[src/rtl/ftg_pkg.sv]
package ftg_pkg;
    localparam int DEF_WORDS_PER_BF = 16;
    localparam int DEF_BF_PER_HF    = 256;
    localparam int DEF_HF_PER_RF    = 150;
    localparam int DEF_RFN_W        = 12;
    localparam int DEF_RESYNC_LAT   = 7;

    typedef enum logic {
        RS_IDLE = 1'b0,
        RS_WAIT = 1'b1
    } rs_phase_e;
endpackage

[src/rtl/ftg_resync_delay.sv]
module ftg_resync_delay
    import ftg_pkg::*;
#(
    parameter int LAT = DEF_RESYNC_LAT
) (
    input  logic clk,
    input  logic rst_n,
    input  logic resync_i,
    output logic restart_o
);
    localparam int CNT_W = (LAT > 2) ? $clog2(LAT) : 1;

    typedef struct packed {
        logic             prev;
        rs_phase_e        phase;
        logic [CNT_W-1:0] cnt;
    } rs_state_t;

    localparam rs_state_t RST_VAL = '{prev: 1'b1, phase: RS_IDLE, cnt: '0};

    rs_state_t st_d, st_q;
    logic      rise;
    logic      go;

    always_comb begin
        st_d      = st_q;
        rise      = resync_i & ~st_q.prev;
        go        = (st_q.phase == RS_WAIT) && (st_q.cnt == '0);
        st_d.prev = resync_i;
        if (rise) begin
            st_d.phase = RS_WAIT;
            st_d.cnt   = CNT_W'(LAT - 1);
        end else if (go) begin
            st_d.phase = RS_IDLE;
        end else if (st_q.phase == RS_WAIT) begin
            st_d.cnt = st_q.cnt - 1'b1;
        end
    end

    always_ff @(posedge clk or negedge rst_n) begin
        if (!rst_n) st_q <= RST_VAL;
        else        st_q <= st_d;
    end

    assign restart_o = go;

    // a sampled rising edge opens a full latency window
    a_r8_window_open: assert property (@(posedge clk) disable iff (!rst_n)
        (resync_i && !st_q.prev) |=> (st_q.phase == RS_WAIT && st_q.cnt == CNT_W'(LAT - 1)));

    // the window counts down one per clock
    a_r8_countdown: assert property (@(posedge clk) disable iff (!rst_n)
        (st_q.phase == RS_WAIT && st_q.cnt != '0 && !(resync_i && !st_q.prev))
        |=> (st_q.phase == RS_WAIT && st_q.cnt == $past(st_q.cnt) - 1'b1));

    // a held level does not open a window
    a_r9_level_ignored: assert property (@(posedge clk) disable iff (!rst_n)
        (resync_i && st_q.prev && st_q.phase == RS_IDLE) |=> (st_q.phase == RS_IDLE));
endmodule

[src/rtl/ftg_counter_chain.sv]
module ftg_counter_chain
    import ftg_pkg::*;
#(
    parameter int WORDS_PER_BF = DEF_WORDS_PER_BF,
    parameter int BF_PER_HF    = DEF_BF_PER_HF,
    parameter int HF_PER_RF    = DEF_HF_PER_RF,
    parameter int RFN_W        = DEF_RFN_W
) (
    input  logic                          clk,
    input  logic                          rst_n,
    input  logic                          restart_i,
    output logic [$clog2(WORDS_PER_BF)-1:0] word_o,
    output logic [$clog2(BF_PER_HF)-1:0]    x_o,
    output logic [$clog2(HF_PER_RF)-1:0]    hfn_o,
    output logic [RFN_W-1:0]                rfn_o,
    output logic                          bf_end_o,
    output logic                          hf_pulse_o,
    output logic                          rf_pulse_o
);
    localparam int WD_W = $clog2(WORDS_PER_BF);
    localparam int X_W  = $clog2(BF_PER_HF);
    localparam int HF_W = $clog2(HF_PER_RF);

    typedef struct packed {
        logic [WD_W-1:0]  word;
        logic [X_W-1:0]   x;
        logic [HF_W-1:0]  hfn;
        logic [RFN_W-1:0] rfn;
    } cnt_state_t;

    cnt_state_t st_d, st_q;
    logic       word_last, x_last, hf_last;

    always_comb begin
        st_d      = st_q;
        word_last = (st_q.word == WD_W'(WORDS_PER_BF - 1));
        x_last    = (st_q.x == X_W'(BF_PER_HF - 1));
        hf_last   = (st_q.hfn == HF_W'(HF_PER_RF - 1));
        if (restart_i) begin
            st_d.word = '0;
            st_d.x    = '0;
            st_d.hfn  = '0;
            st_d.rfn  = st_q.rfn + 1'b1;
        end else if (word_last) begin
            st_d.word = '0;
            if (x_last) begin
                st_d.x = '0;
                if (hf_last) begin
                    st_d.hfn = '0;
                    st_d.rfn = st_q.rfn + 1'b1;
                end else begin
                    st_d.hfn = st_q.hfn + 1'b1;
                end
            end else begin
                st_d.x = st_q.x + 1'b1;
            end
        end else begin
            st_d.word = st_q.word + 1'b1;
        end
    end

    always_ff @(posedge clk or negedge rst_n) begin
        if (!rst_n) st_q <= '0;
        else        st_q <= st_d;
    end

    assign word_o     = st_q.word;
    assign x_o        = st_q.x;
    assign hfn_o      = st_q.hfn;
    assign rfn_o      = st_q.rfn;
    assign bf_end_o   = word_last;
    assign hf_pulse_o = (st_q.word == '0) && (st_q.x == '0);
    assign rf_pulse_o = hf_pulse_o && (st_q.hfn == '0);

    // the word index wraps to zero after its top value
    a_r1_word_wrap: assert property (@(posedge clk) disable iff (!rst_n)
        (word_o == WD_W'(WORDS_PER_BF - 1)) |=> (word_o == '0));

    // X holds between word wraps when no restart is due
    a_r2_x_holds: assert property (@(posedge clk) disable iff (!rst_n)
        (!bf_end_o && !restart_i) |=> $stable(x_o));

    // the hyperframe number stays inside its range
    a_r3_hfn_range: assert property (@(posedge clk) disable iff (!rst_n)
        (hfn_o <= HF_W'(HF_PER_RF - 1)));

    // a restart clears the lower counters and steps the radio frame number
    a_r8_restart_state: assert property (@(posedge clk) disable iff (!rst_n)
        restart_i |=> (word_o == '0 && x_o == '0 && hfn_o == '0 && rf_pulse_o
                       && rfn_o == $past(rfn_o) + RFN_W'(1)));
endmodule

[src/rtl/ftg_start_gate.sv]
module ftg_start_gate
    import ftg_pkg::*;
#(
    parameter int BF_PER_HF = DEF_BF_PER_HF,
    parameter int HF_PER_RF = DEF_HF_PER_RF
) (
    input  logic                                         clk,
    input  logic                                         rst_n,
    input  logic                                         restart_i,
    input  logic                                         bf_end_i,
    input  logic [$clog2(BF_PER_HF)-1:0]                 x_i,
    input  logic [$clog2(HF_PER_RF)-1:0]                 hfn_i,
    input  logic [$clog2(BF_PER_HF*HF_PER_RF):0]         offset_i,
    output logic                                         start_o
);
    localparam int OFF_W = $clog2(BF_PER_HF * HF_PER_RF) + 1;

    typedef struct packed {
        logic armed;
    } gate_state_t;

    gate_state_t      st_d, st_q;
    logic [OFF_W-1:0] pos;
    logic             match;

    always_comb begin
        st_d  = st_q;
        pos   = OFF_W'(hfn_i) * OFF_W'(BF_PER_HF) + OFF_W'(x_i);
        match = (pos == offset_i);
        if (restart_i) begin
            st_d.armed = 1'b1;
        end else if (st_q.armed && match && bf_end_i) begin
            st_d.armed = 1'b0;
        end
    end

    always_ff @(posedge clk or negedge rst_n) begin
        if (!rst_n) st_q <= '{armed: 1'b1};
        else        st_q <= st_d;
    end

    assign start_o = st_q.armed && match;

    // the flag stays up through the rest of its basic frame
    a_r7_hold: assert property (@(posedge clk) disable iff (!rst_n)
        (start_o && !bf_end_i && !restart_i) |=> (start_o || offset_i != $past(offset_i)));

    // once spent, the flag stays spent until a restart
    a_r7_once: assert property (@(posedge clk) disable iff (!rst_n)
        (!st_q.armed && !restart_i) |=> !start_o);

    // a restart re-arms the flag
    a_r10_rearm: assert property (@(posedge clk) disable iff (!rst_n)
        restart_i |=> st_q.armed);
endmodule

[src/rtl/frame_timing_gen.sv]
module frame_timing_gen
    import ftg_pkg::*;
#(
    parameter int WORDS_PER_BF = DEF_WORDS_PER_BF,
    parameter int BF_PER_HF    = DEF_BF_PER_HF,
    parameter int HF_PER_RF    = DEF_HF_PER_RF,
    parameter int RFN_W        = DEF_RFN_W,
    parameter int RESYNC_LAT   = DEF_RESYNC_LAT
) (
    input  logic                                      clk,
    input  logic                                      rst_n,
    input  logic [$clog2(BF_PER_HF*HF_PER_RF):0]      start_offset,
    input  logic                                      resync,
    output logic [$clog2(WORDS_PER_BF)-1:0]           word_idx,
    output logic [$clog2(BF_PER_HF)-1:0]              bf_idx,
    output logic [$clog2(HF_PER_RF)-1:0]              hf_num,
    output logic [RFN_W-1:0]                          rf_num,
    output logic                                      hf_pulse,
    output logic                                      rf_pulse,
    output logic                                      start_flag
);
    logic restart;
    logic bf_end;

    ftg_resync_delay #(
        .LAT (RESYNC_LAT)
    ) u_resync (
        .clk       (clk),
        .rst_n     (rst_n),
        .resync_i  (resync),
        .restart_o (restart)
    );

    ftg_counter_chain #(
        .WORDS_PER_BF (WORDS_PER_BF),
        .BF_PER_HF    (BF_PER_HF),
        .HF_PER_RF    (HF_PER_RF),
        .RFN_W        (RFN_W)
    ) u_chain (
        .clk        (clk),
        .rst_n      (rst_n),
        .restart_i  (restart),
        .word_o     (word_idx),
        .x_o        (bf_idx),
        .hfn_o      (hf_num),
        .rfn_o      (rf_num),
        .bf_end_o   (bf_end),
        .hf_pulse_o (hf_pulse),
        .rf_pulse_o (rf_pulse)
    );

    ftg_start_gate #(
        .BF_PER_HF (BF_PER_HF),
        .HF_PER_RF (HF_PER_RF)
    ) u_start (
        .clk       (clk),
        .rst_n     (rst_n),
        .restart_i (restart),
        .bf_end_i  (bf_end),
        .x_i       (bf_idx),
        .hfn_i     (hf_num),
        .offset_i  (start_offset),
        .start_o   (start_flag)
    );

    // a radio frame start is always also a hyperframe start
    a_r6_rf_within_hf: assert property (@(posedge clk) disable iff (!rst_n)
        rf_pulse |-> hf_pulse);
endmodule

[config.mk]
export PLATFORM = sky130hd
export DESIGN_NAME = frame_timing_gen
export DESIGN_NICKNAME = d
export VERILOG_FILES = /design/src/rtl/ftg_pkg.sv /design/src/rtl/ftg_resync_delay.sv /design/src/rtl/ftg_counter_chain.sv /design/src/rtl/ftg_start_gate.sv /design/src/rtl/frame_timing_gen.sv
export SDC_FILE = /design/constraint.sdc
export NUM_CORES = 1
export LEC_CHECK = 0
export BUFFER_PORTS_ARGS = -buffer_cell sky130_fd_sc_hd__buf_4
export CAP_MARGIN = 20
export CORE_AREA = 8 8 75 77
export CTS_CLUSTER_SIZE = 10
export DETAILED_ROUTE_END_ITERATION = 8
export DIE_AREA = 0 0 83 85
export HOLD_SLACK_MARGIN = 0.06
export PLACE_DENSITY = 0.84
export SKIP_LAST_GASP = 1
export SLEW_MARGIN = 20
export SYNTH_ARGS = -nofsm -noshare
export SYNTH_HDL_FRONTEND = slang
export SYNTH_HIERARCHICAL = 1
export SYNTH_SLANG_ARGS = --single-unit
[constraint.sdc]
create_clock -name clk -period 2.4 [get_ports clk]
set_input_delay 0.24 -clock clk [delete_from_list [all_inputs] [get_ports clk]]
set_output_delay 0.24 -clock clk [all_outputs]
set_load 0.02 [all_outputs]
## After elaboration in Yosys (flattened, before gate mapping)

Index checks and enable logic that the tools add are counted.

- Bits in registers: 38
- Output and inout bits: 35
- Word-level logic and storage cells: 52

- Add/sub/neg operators: 6
- Equal/unequal tests: 5
- Multiplexer cells: 13
- Bitwise gates (word level): 2
- Reductions and logical operators: 18

Operators with widths:

| cell | number |
|---|---|
| $mux 32 | 1 |
| $mux 28 | 1 |
| $mux 20 | 1 |
| $add 16x8->17 | 1 |
| $eq 17x17->1 | 1 |
| $add 8x1->8 const B | 2 |
| $eq 8x8->1 const B | 2 |
| $logic_not 8->1 | 2 |
| $mux 8 | 2 |
| $add 12x1->12 const B | 1 |
| $mux 12 | 1 |
| $reduce_bool 2->1 | 6 |
| $mux 4 | 2 |
| $mux 3 | 2 |
| $logic_and 1x1->1 | 5 |
| $add 4x1->4 const B | 1 |
| $eq 4x4->1 const B | 1 |
| $logic_not 4->1 | 1 |
| $reduce_and 2->1 | 2 |
| $logic_not 3->1 | 1 |
| $mux 1 | 3 |
| $reduce_and 3->1 | 1 |
| $sub 3x1->3 const B | 1 |
| $ne 2x1->1 const B | 1 |
| 2 further kinds | 2 |

## Depth between registers and ports, before layout

Gate-level depths: netlist of run 1.

- Depth after elaboration: 6
- Mapped depth: 9
- Depth with buffers taken out: 8

## By module

The synthesis of run 1 kept the hierarchy.

Modules (own cells, without submodules):

| module | times used | cells an instance | area an instance (um^2) |
|---|---|---|---|
| ftg_counter_chain | 1 | 167 | 1662.8 |
| ftg_resync_delay | 1 | 25 | 261.5 |
| ftg_start_gate | 1 | 29 | 240.2 |

## Worst setup path after synthesis of run 1

No wires, ideal clock.

- Path kind: reg2reg
- Start point: register u_resync/st_q[0] (netlist name)
- End point: register u_chain.st_q, in the netlist u_chain/x_o[3]
- Arrival: 1.830 ns
- Data required time: 2.275 ns
- Setup slack: 0.445 ns
- Stages on the path, launching flop included: 10
- Clock period less this slack: 1.955 ns
- Cell sequence: dfrtp_1 inv_1 ha_1 nand2b_4 nor2_1 clkbuf_1 nand2b_1 nand4_1 xor2_1 nor2_1

- Longest elaborated chain between the ends: 3
- Elaborated cells on any way between the ends: 4

RTL lines:

| item | RTL line | RTL |
|---|---|---|
| start: declaration | ftg_resync_delay.sv:21 | `rs_state_t st_d, st_q;` |
| start signal: assignment | ftg_resync_delay.sv:42 | `else st_q <= st_d;` |
| $logic_not 3->1 (*) | ftg_resync_delay.sv:28 | `go = (st_q.phase == RS_WAIT) && (st_q.cnt == '0);` |
| $logic_and 1x1->1 (*) | ftg_resync_delay.sv:28 |  |
| via restart | frame_timing_gen.sv:22 | `logic restart;` |
| $mux 32 or $reduce_bool 2->1 (tied branches) | n/a |  |
| end signal: assignment | ftg_counter_chain.sv:64 | `else st_q <= st_d;` |
| end: declaration | ftg_counter_chain.sv:31 | `cnt_state_t st_d, st_q;` |

Mark *: on every way through the listed nets, which the timed path passes. The rest lies on a longest branch.
A chain may end at the register's enable or synchronous reset.

## Worst setup path after layout of run 1

- Start point: register u_chain.st_q, in the netlist u_chain/hfn_o[5]
- End point: output port rf_pulse

- Longest elaborated chain between the ends: 2

RTL lines:

| item | RTL line | RTL |
|---|---|---|
| $logic_not 8->1 | ftg_counter_chain.sv:73 | `assign rf_pulse_o = hf_pulse_o && (st_q.hfn == '0);` |
| $logic_and 1x1->1 | ftg_counter_chain.sv:73 |  |
| end: declaration | frame_timing_gen.sv:19 | `output logic rf_pulse,` |

Every way passes these cells.

==> results of run 1 <==
## worst max-delay path, cell delays in order (launching register included)
cell     delay [ns]
dfrtp_1        0.48
or3_4          0.46
nor4_1         0.33
and2_1         0.18
buf_4          0.13
## metal layers
metal,GRT usage,part of all wire,up-vias,routed length (um)
met5,0,0,-,0
met4,0.0687,0.019,0,101
met3,0.0354,0.038,9,203
met2,0.264,0.51,40,2740
met1,0.179,0.43,891,2340
li1,-,-,886,-
## metrics by stage
step | power (mW) | utilization | cells | worst slack, ns
floorplan | 1.39 | - | 221 | 0.445
global placement | 1.65 | 0.579 | 327 | 0.569
detailed placement | 1.68 | 0.579 | 327 | 0.475
CTS | 2.21 | 0.608 | 337 | 0.254
global route | 2.33 | 0.608 | 337 | 0.205
finish | 2.19 | 0.608 | 337 | 0.295
## layout by cell type (no fill, tap or decap), drive strengths merged, types with 2 or more instances in the layout
cell and instances:
buf 55, dfrtp 36, nor2 21, xnor2 18, nand2 17, o21ai 15, xor2 14, inv 12
nand3 11, ha 10, nand4 9, and3 9, clkbuf 8, nand2b 6, nor3 5, nor2b 4
a21oi 4, nor4 3, and4 3, o31ai 3, dlygate4sd3 2, dfstp 2
## registers in the layout, indices dropped and copies added (netlist names)
name,cells
u_chain/rfn_o,12
u_chain/hfn_o,8
u_chain/word_o,4
u_resync/st_q,5
u_start/st_q,1
u_chain/x_o,8
## kinds of logic (layout without fill, tap and decap cells)
| group | after synthesis | count (layout) |
|---|---|---|
| simple gates | 93 | 93 |
| xor+xnor | 32 | 32 |
| compound gates | 31 | 31 |
| flops | 38 | 38 |
| buf+inv | 16 | 78 |
| fa+ha+maj | 10 | 10 |
| mux | 1 | 1 |
## layout make-up
class | count | area, um^2 | share of cell area
Multi-Input combinational cell | 167 | 1140 | 0.414
Sequential cell | 38 | 953 | 0.346
Timing Repair Buffer | 57 | 433 | 0.157
Clock buffer | 8 | 110 | 0.0399
Tap cell | 54 | 67.6 | 0.0245
Inverter | 13 | 50.0 | 0.0182
## power breakdown
part | total (mW) | internal (mW) | switching, mW
registers | 0.894 | 0.751 | 0.143
clock network | 0.512 | 0.290 | 0.222
logic | 0.781 | 0.357 | 0.424
total | 2.19 | 1.40 | 0.788
## what timing repair did
item	CTS	global route
setup buffers	0	0
hold buffers	2	0
hold endpoints to repair	37	0
## path summary, 6_finish.rpt
| kind | end | from |
|---|---|---|
| min reg2reg | u_chain/rfn_o[11] | u_chain/rfn_o[11] |
| max in group asynchronous | u_start/st_q | rst_n |
| max | rf_pulse | u_chain/hfn_o[5] |
| max reg2reg | u_chain/rfn_o[7] | u_chain/x_o[0] |
| min in group asynchronous | u_chain/x_o[3] | rst_n |
| min | u_start/st_q | start_offset[16] |
==> results.json, run 1 <==
{
  "relSlewSlack": 0.683,
  "start_util": 0.477,
  "num_vias": 1826,
  "synth_mux_area_frac": 0.00462,
  "rsz0062_at_grt": "no",
  "clk_pin_slew_ns": 0.08,
  "synthXorXnorAreaFrac": 0.129,
  "antenna_cells": 0,
  "grt_pass1_wl_um": 9080,
  "route.detailed.wl_per_inst_um": 16.0,
  "syn-cell-area_um2": 2160,
  "p_leak_nw": 1.35,
  "skew_ns": 0.00630,
  "grt-ovfl-total": 0,
  "place_hpwl_um": 4010,
  "crit_required_ns": 2.16,
  "worstSetupEndpointType": "output pin",
  "yosys_warnings": 6,
  "synth_ff_type": "dfrtp_1",
  "status": "complete, no violations",
  "dieArea_um2": 7060,
  "yosys-top-cells-count": "36 x dfrtp_1, 20 x nor2_1, 18 x xnor2_1",
  "final_area_um2": 2760,
  "synth_top_area_share": 0.416,
  "cts_max_path_buffers": 2,
  "finalCritPeriodShare": 0.877,
  "synth_top_family_by_area": "simple AND/OR/NAND/NOR gates",
  "drc": 0,
  "fin_nets": 312,
  "finalSetupViolCount": 0,
  "placed_area_um2": 2630,
  "synth_most_common_cell": "dfrtp_1",
  "syn_nets": 251,
  "synth_seq_cells": 38,
  "antenna_found_initial": 0,
  "chipHeight_um": 85,
  "peakVddDrop_v": 0.000572,
  "timing.fmax_mhz": 475,
  "core_area_um2": 4540,
  "clk_latency_ns": 0.29,
  "cts_tree": "built",
  "area_delta_synth_final_pct": 27.3,
  "synth_compound_area_frac": 0.0965,
  "drtPass1Iterations": 4,
  "timing.setup.tns_ns": 0,
  "hold_path_class": "in2reg",
  "maxCapViolCount": 0,
  "die_x_um": 83,
  "grt_usage": 0.154,
  "synthArstFlopShare": 1.00,
  "path_class": "reg2out",
  "gp_congestion": 0.869,
  "ios": 55,
  "drive_gt1_frac": 0.276,
  "fillers": 376,
  "cts.sinks": 38,
  "drtIter0Drc": 91,
  "synth_edf_count": 0,
  "ys_seq_area_frac": 0.440,
  "drv_slew": 0,
  "rrSetupSlack_ns": 0.43,
  "synth-simple-area-share": 0.239,
  "postSynthCellCount": 221,
  "grt_pass1_vias": 1852,
  "synth.area.top_cells": "dfrtp_1 42%, xnor2_1 7.3%, ha_1 5.8%",
  "start_kind": "flip-flop",
  "port_buffers": 54,
  "r2r_cells": 6,
  "rows": 25,
  "finalCriticalPeriod_ns": 2.10,
  "critPathMaxFanout": 9,
  "worst_pin_slew_ns": 0.475,
  "fin_hold_ws_ns": 0.265,
  "holdPathStages": 3,
  "viasPerCell": 5.42,
  "cts_buffers": 5,
  "cts-root-buf": "clkbuf_8",
  "yosysTopAreaCell": "dfrtp_1",
  "grt_max_degree": 39,
  "wirelength_um": 5390,
  "syn_area_per_cell_um2": 9.79,
  "power.density_nw_per_um2": 793,
  "synthAdderAreaFrac": 0.0578,
  "hold_viol_final": 0,
  "h-tree-depth": 2,
  "ant_nets": 0,
  "synthDistinctLibCells": 44,
  "cts_resized": 0,
  "cp.arrival_ns": 1.86
}
No activity file was read; power rests on OpenSTA's default activity.
==> run 2: changes to the inputs <==
RECOVER_POWER = 100   (was default)
==> run 2 against run 1 <==
Compared with the run above:
- critical path type unchanged
- clock skew fell by 0.00067 ns
- combinational power fell by 9.7%
- core utilization fell by 3.1 points
- total power fell by 3.8%
- sequential power fell by 0.8%
- wire length barely moved
- die area did not move
- final cell count did not move
==> results.json, run 2 (synthesized netlist as in run 1, its figures left out) <==
{
  "status": "complete, no violations",
  "post_cts_buffers": 0,
  "drc": 0,
  "clk_pin_slew_ns": 0.08,
  "drive_gt1_frac": 0.152,
  "largest_register_ffs": 12,
  "viasPerCell": 5.44,
  "crit_required_ns": 2.16,
  "antenna_found_initial": 0,
  "fin_nets": 312,
  "h-tree-depth": 2,
  "crit_slowest_cell": "or3_1",
  "hp-start": "start_offset[16]",
  "ant_nets": 0,
  "hold_viol_final": 0,
  "worst_pin_slew_ns": 0.942,
  "p_total_mw": 2.10,
  "chipHeight_um": 85,
  "start_util": 0.477,
  "cts_tree": "built",
  "final_cell_mix": "36 x dfrtp_1, 33 x clkbuf_1, 20 x buf_4, 20 x nor2_1, 18 x xnor2_1",
  "worstSetupEndpointType": "output pin",
  "drtPass1Iterations": 4,
  "antenna_cells": 0,
  "grt-ovfl-total": 0,
  "grt_usage": 0.154,
  "setup_ws_ns": 0.237,
  "cp.arrival_ns": 1.92,
  "cts_buffers": 5,
  "wirelength_um": 5380,
  "port_buffers": 54,
  "finalCriticalPeriod_ns": 2.16,
  "critPathMaxFanout": 9,
  "p_leak_nw": 1.20,
  "place_ws_ns": 0.475,
  "die_x_um": 83,
  "drtIter0Drc": 71,
  "route.detailed.wl_per_inst_um": 16.0,
  "critical_path.startpoint": "u_chain/hfn_o[5]",
  "grt_pass1_wl_um": 9080,
  "dieArea_um2": 7060,
  "rows": 25,
  "power.density_nw_per_um2": 805,
  "core_area_um2": 4540,
  "rsz0062_at_grt": "no",
  "cts.sinks": 38,
  "drv_slew": 0,
  "layout_commonest_cell": "dfrtp_1",
  "grt_pass1_vias": 1852,
  "gp_congestion": 0.869,
  "timing.setup.tns_ns": 0,
  "slowest_delay_ns": 0.49,
  "fin_hold_ws_ns": 0.265,
  "grt_max_degree": 39,
  "cts-root-buf": "clkbuf_8",
  "cp_cell_sequence": "or3_1, nor4_1, and2_1, buf_4",
  "cp_num_buf_inv": 1,
  "timing.fmax_mhz": 462,
  "fillers": 405,
  "maxCapViolCount": 0,
  "start_kind": "flip-flop",
  "r2r-start": "u_chain/word_o[0]",
  "finalCritPeriodShare": 0.901,
  "placed_area_um2": 2630,
  "skew_ns": 0.00563,
  "finalSetupViolCount": 0,
  "area_delta_synth_final_pct": 20.8,
  "cts_max_path_buffers": 2,
  "hold_path_class": "in2reg",
  "ios": 55,
  "clk_latency_ns": 0.29,
  "place_hpwl_um": 4010,
  "cp_top_family": "simple AND/OR/NAND/NOR gates",
  "relSlewSlack": 0.372,
  "path_class": "reg2out",
  "num_vias": 1834,
  "peakVddDrop_v": 0.000560,
  "final_area_um2": 2620
}
run 2: metrics by stage:
stage | instances | utilization
final | 337 | 0.577
after global routing | 337 | 0.577
after CTS | 337 | 0.608
after detailed placement | 327 | 0.579
after global placement | 327 | 0.579
after floorplan | 221 | -
run 2: final cells by class:
class                      count  area, um^2  area share
clock buffer                   8         110      0.0421
inverter                      13        50.0      0.0191
timing repair buffer          57         307       0.117
multi-input combinational    167        1130       0.431
sequential                    38         953       0.365
tap                           54        67.6      0.0258
run 2: routing by layer:
metal	wire length, um	track usage	part of all wire	vias up
met5	0	0	0	-
met4	117	0.0687	0.022	0
met3	259	0.0354	0.048	11
met2	2730	0.264	0.51	45
met1	2280	0.179	0.42	896
li1	-	-	-	882
run 2: worst paths after layout:
check | slack, ns | to | cells past startpoint
worst min register to register | 0.47 | u_chain/rfn_o[11] | 1
min in group asynchronous | 0.67 | u_chain/x_o[5] | 2
max in group asynchronous | 1.15 | u_chain/x_o[0] | 2
worst max register to register | 0.26 | u_chain/rfn_o[11] | 7
worst max-delay path | 0.24 | rf_pulse | 4
worst min-delay path | 0.27 | u_start/st_q | 3
run 2: what timing repair did:
action / CTS / global route
hold endpoints to repair: 37 / 0
resized for setup: 0 / 0
hold buffers: 2 / 0
run 2: report_power, final:
part,switching (mW),internal [mW]
logic,0.420,0.286
registers,0.136,0.751
clock network,0.222,0.290
total,0.777,1.33
run 2: worst min-delay path, delay by kind of cell:
kind | cells | cell delay (ns)
compound gates | 2 | 0.18
buf+inv | 1 | 0.08
==> run 3: changes to the inputs <==
CORE_AREA = 8 8 94 96   (was 8 8 75 77)
DIE_AREA = 0 0 102 104   (was 0 0 83 85)
PLACE_DENSITY = 0.59   (was 0.84)
==> run 3 against run 2 <==
Compared with the run above:
- sequential power rose by 0.5%
- total power fell by 3.2%
- via count down 0.82%
- count of clock-buffer cells in the layout is 1 lower
- critical endpoint is now start_flag
- register-to-register slack improved by 0.19 ns
- highest routed layer unchanged
- design area grew 1.3%
- sequential share of layout area decreased by 0.48 points
- critical path depth up 1
==> results.json, run 3 (synthesized netlist as in run 1, its figures left out) <==
{
  "status": "complete, no violations",
  "hold_viol_final": 0,
  "ios": 55,
  "antenna_found_initial": 0,
  "grt_pass1_wl_um": 9320,
  "core_area_um2": 7450,
  "worst_pin_slew_ns": 0.940,
  "finalCriticalPeriod_ns": 2.22,
  "largest_register_ffs": 12,
  "layout_commonest_cell": "dfrtp_1",
  "drive_gt1_frac": 0.145,
  "cts.sinks": 38,
  "cts_tree": "built",
  "finalSetupViolCount": 0,
  "place_hpwl_um": 4190,
  "start_kind": "flip-flop",
  "cts_buffers": 5,
  "dieArea_um2": 10600,
  "cp-endpoint": "start_flag",
  "h-tree-depth": 2,
  "relSlewSlack": 0.373,
  "power.density_nw_per_um2": 768,
  "route.detailed.wl_per_inst_um": 14.3,
  "ant_nets": 0,
  "hold_path_class": "in2reg",
  "gp_congestion": 0.802,
  "rsz0062_at_grt": "no",
  "wirelength_um": 5520,
  "critPathMaxFanout": 7,
  "grt_pass1_vias": 1848,
  "final_cell_mix": "36 x dfrtp_1, 34 x clkbuf_1, 20 x buf_4, 20 x nor2_1, 18 x xnor2_1",
  "start_util": 0.291,
  "post_cts_buffers": 0,
  "critical_path.startpoint": "u_chain/x_o[2]",
  "cts-root-buf": "clkbuf_8",
  "antenna_cells": 0,
  "num_vias": 1819,
  "drtIter0Drc": 77,
  "p_total_mw": 2.04,
  "maxCapViolCount": 0,
  "r2r-start": "u_chain/x_o[1]",
  "port_buffers": 54,
  "cts_resized": 0,
  "timing.fmax_mhz": 450,
  "placed_area_um2": 2690,
  "grt_usage": 0.107,
  "rr_endpoint": "u_chain/rfn_o[6]",
  "clk_pin_slew_ns": 0.07,
  "path_class": "reg2out",
  "viasPerCell": 4.72,
  "drc": 0,
  "die_x_um": 102,
  "cts_max_path_buffers": 2,
  "timing.setup.tns_ns": 0,
  "grt_max_degree": 39,
  "fin_util": 0.356,
  "drv_slew": 0,
  "cp.arrival_ns": 1.98,
  "p_leak_nw": 1.20,
  "peakVddDrop_v": 0.000549,
  "skew_ns": 0.0100,
  "drtPass1Iterations": 4,
  "fin_nets": 312,
  "final_area_um2": 2650,
  "area_delta_synth_final_pct": 22.4,
  "rrSetupSlack_ns": 0.45,
  "finalCritPeriodShare": 0.926,
  "crit_required_ns": 2.16,
  "hp-start": "start_offset[16]",
  "rows": 32,
  "r2r_cells": 6,
  "chipHeight_um": 104,
  "worstSetupEndpointType": "output pin",
  "clk_latency_ns": 0.29,
  "grt-ovfl-total": 0
}
==> run 3: cell type report <==
type                    count  area (um^2)
fillers                   810         4800
well taps                 102          128
inverters                  13         50.0
clock inverters             1         5.00
multi-input cells         167         1120
repair buffers             57          307
clock buffers               7         86.3
flip-flops and latches     38          953
==> run 3: timing repair <==
| action | in CTS | in global routing |
|---|---|---|
| hold endpoints to repair | 37 | 0 |
| setup endpoints to repair | 0 | 0 |
| hold buffers | 2 | 0 |
==> run 3: layer usage <==
layer / global-route usage / share of wire / vias to the layer above
met5: 0 / 0 / -
met4: 0.0252 / 0.0076 / 0
met3: 0.0301 / 0.055 / 5
met2: 0.170 / 0.47 / 44
met1: 0.139 / 0.47 / 882
li1: - / - / 888
==> run 3: worst min-delay path by stage <==
stage                            end  slack (ns)  depth (start not counted)
floorplan           u_chain/hfn_o[0]       -0.06                          0
global placement    u_chain/hfn_o[5]        0.25                          1
detailed placement  u_chain/hfn_o[7]        0.25                          1
CTS                     u_start/st_q        0.30                          3
global route            u_start/st_q        0.32                          3
finish                  u_start/st_q        0.32                          3
==> run 3: where the power goes <==
part           total, mW  internal (mW)  switching (mW)
Clock              0.452          0.232           0.220
Sequential         0.891          0.751           0.140
Combinational      0.693          0.285           0.408
==> run 3: critical path: stages, from the launching register on <==
cell and delay (ns):
dfrtp_1 0.47, xnor2_1 0.21, o2111ai_1 0.13, a2111oi_0 0.48, and4_1 0.27, buf_4 0.14
==> run 3: through the flow <==
step                      std cells  hold slack, ns  setup WS [ns]
after floorplan                 221         -0.0556          0.445
after global placement          375           0.250          0.535
after detailed placement        375           0.252          0.481
after CTS                       385           0.305          0.261
after global routing            385           0.316         0.0961
final                           385           0.324          0.178
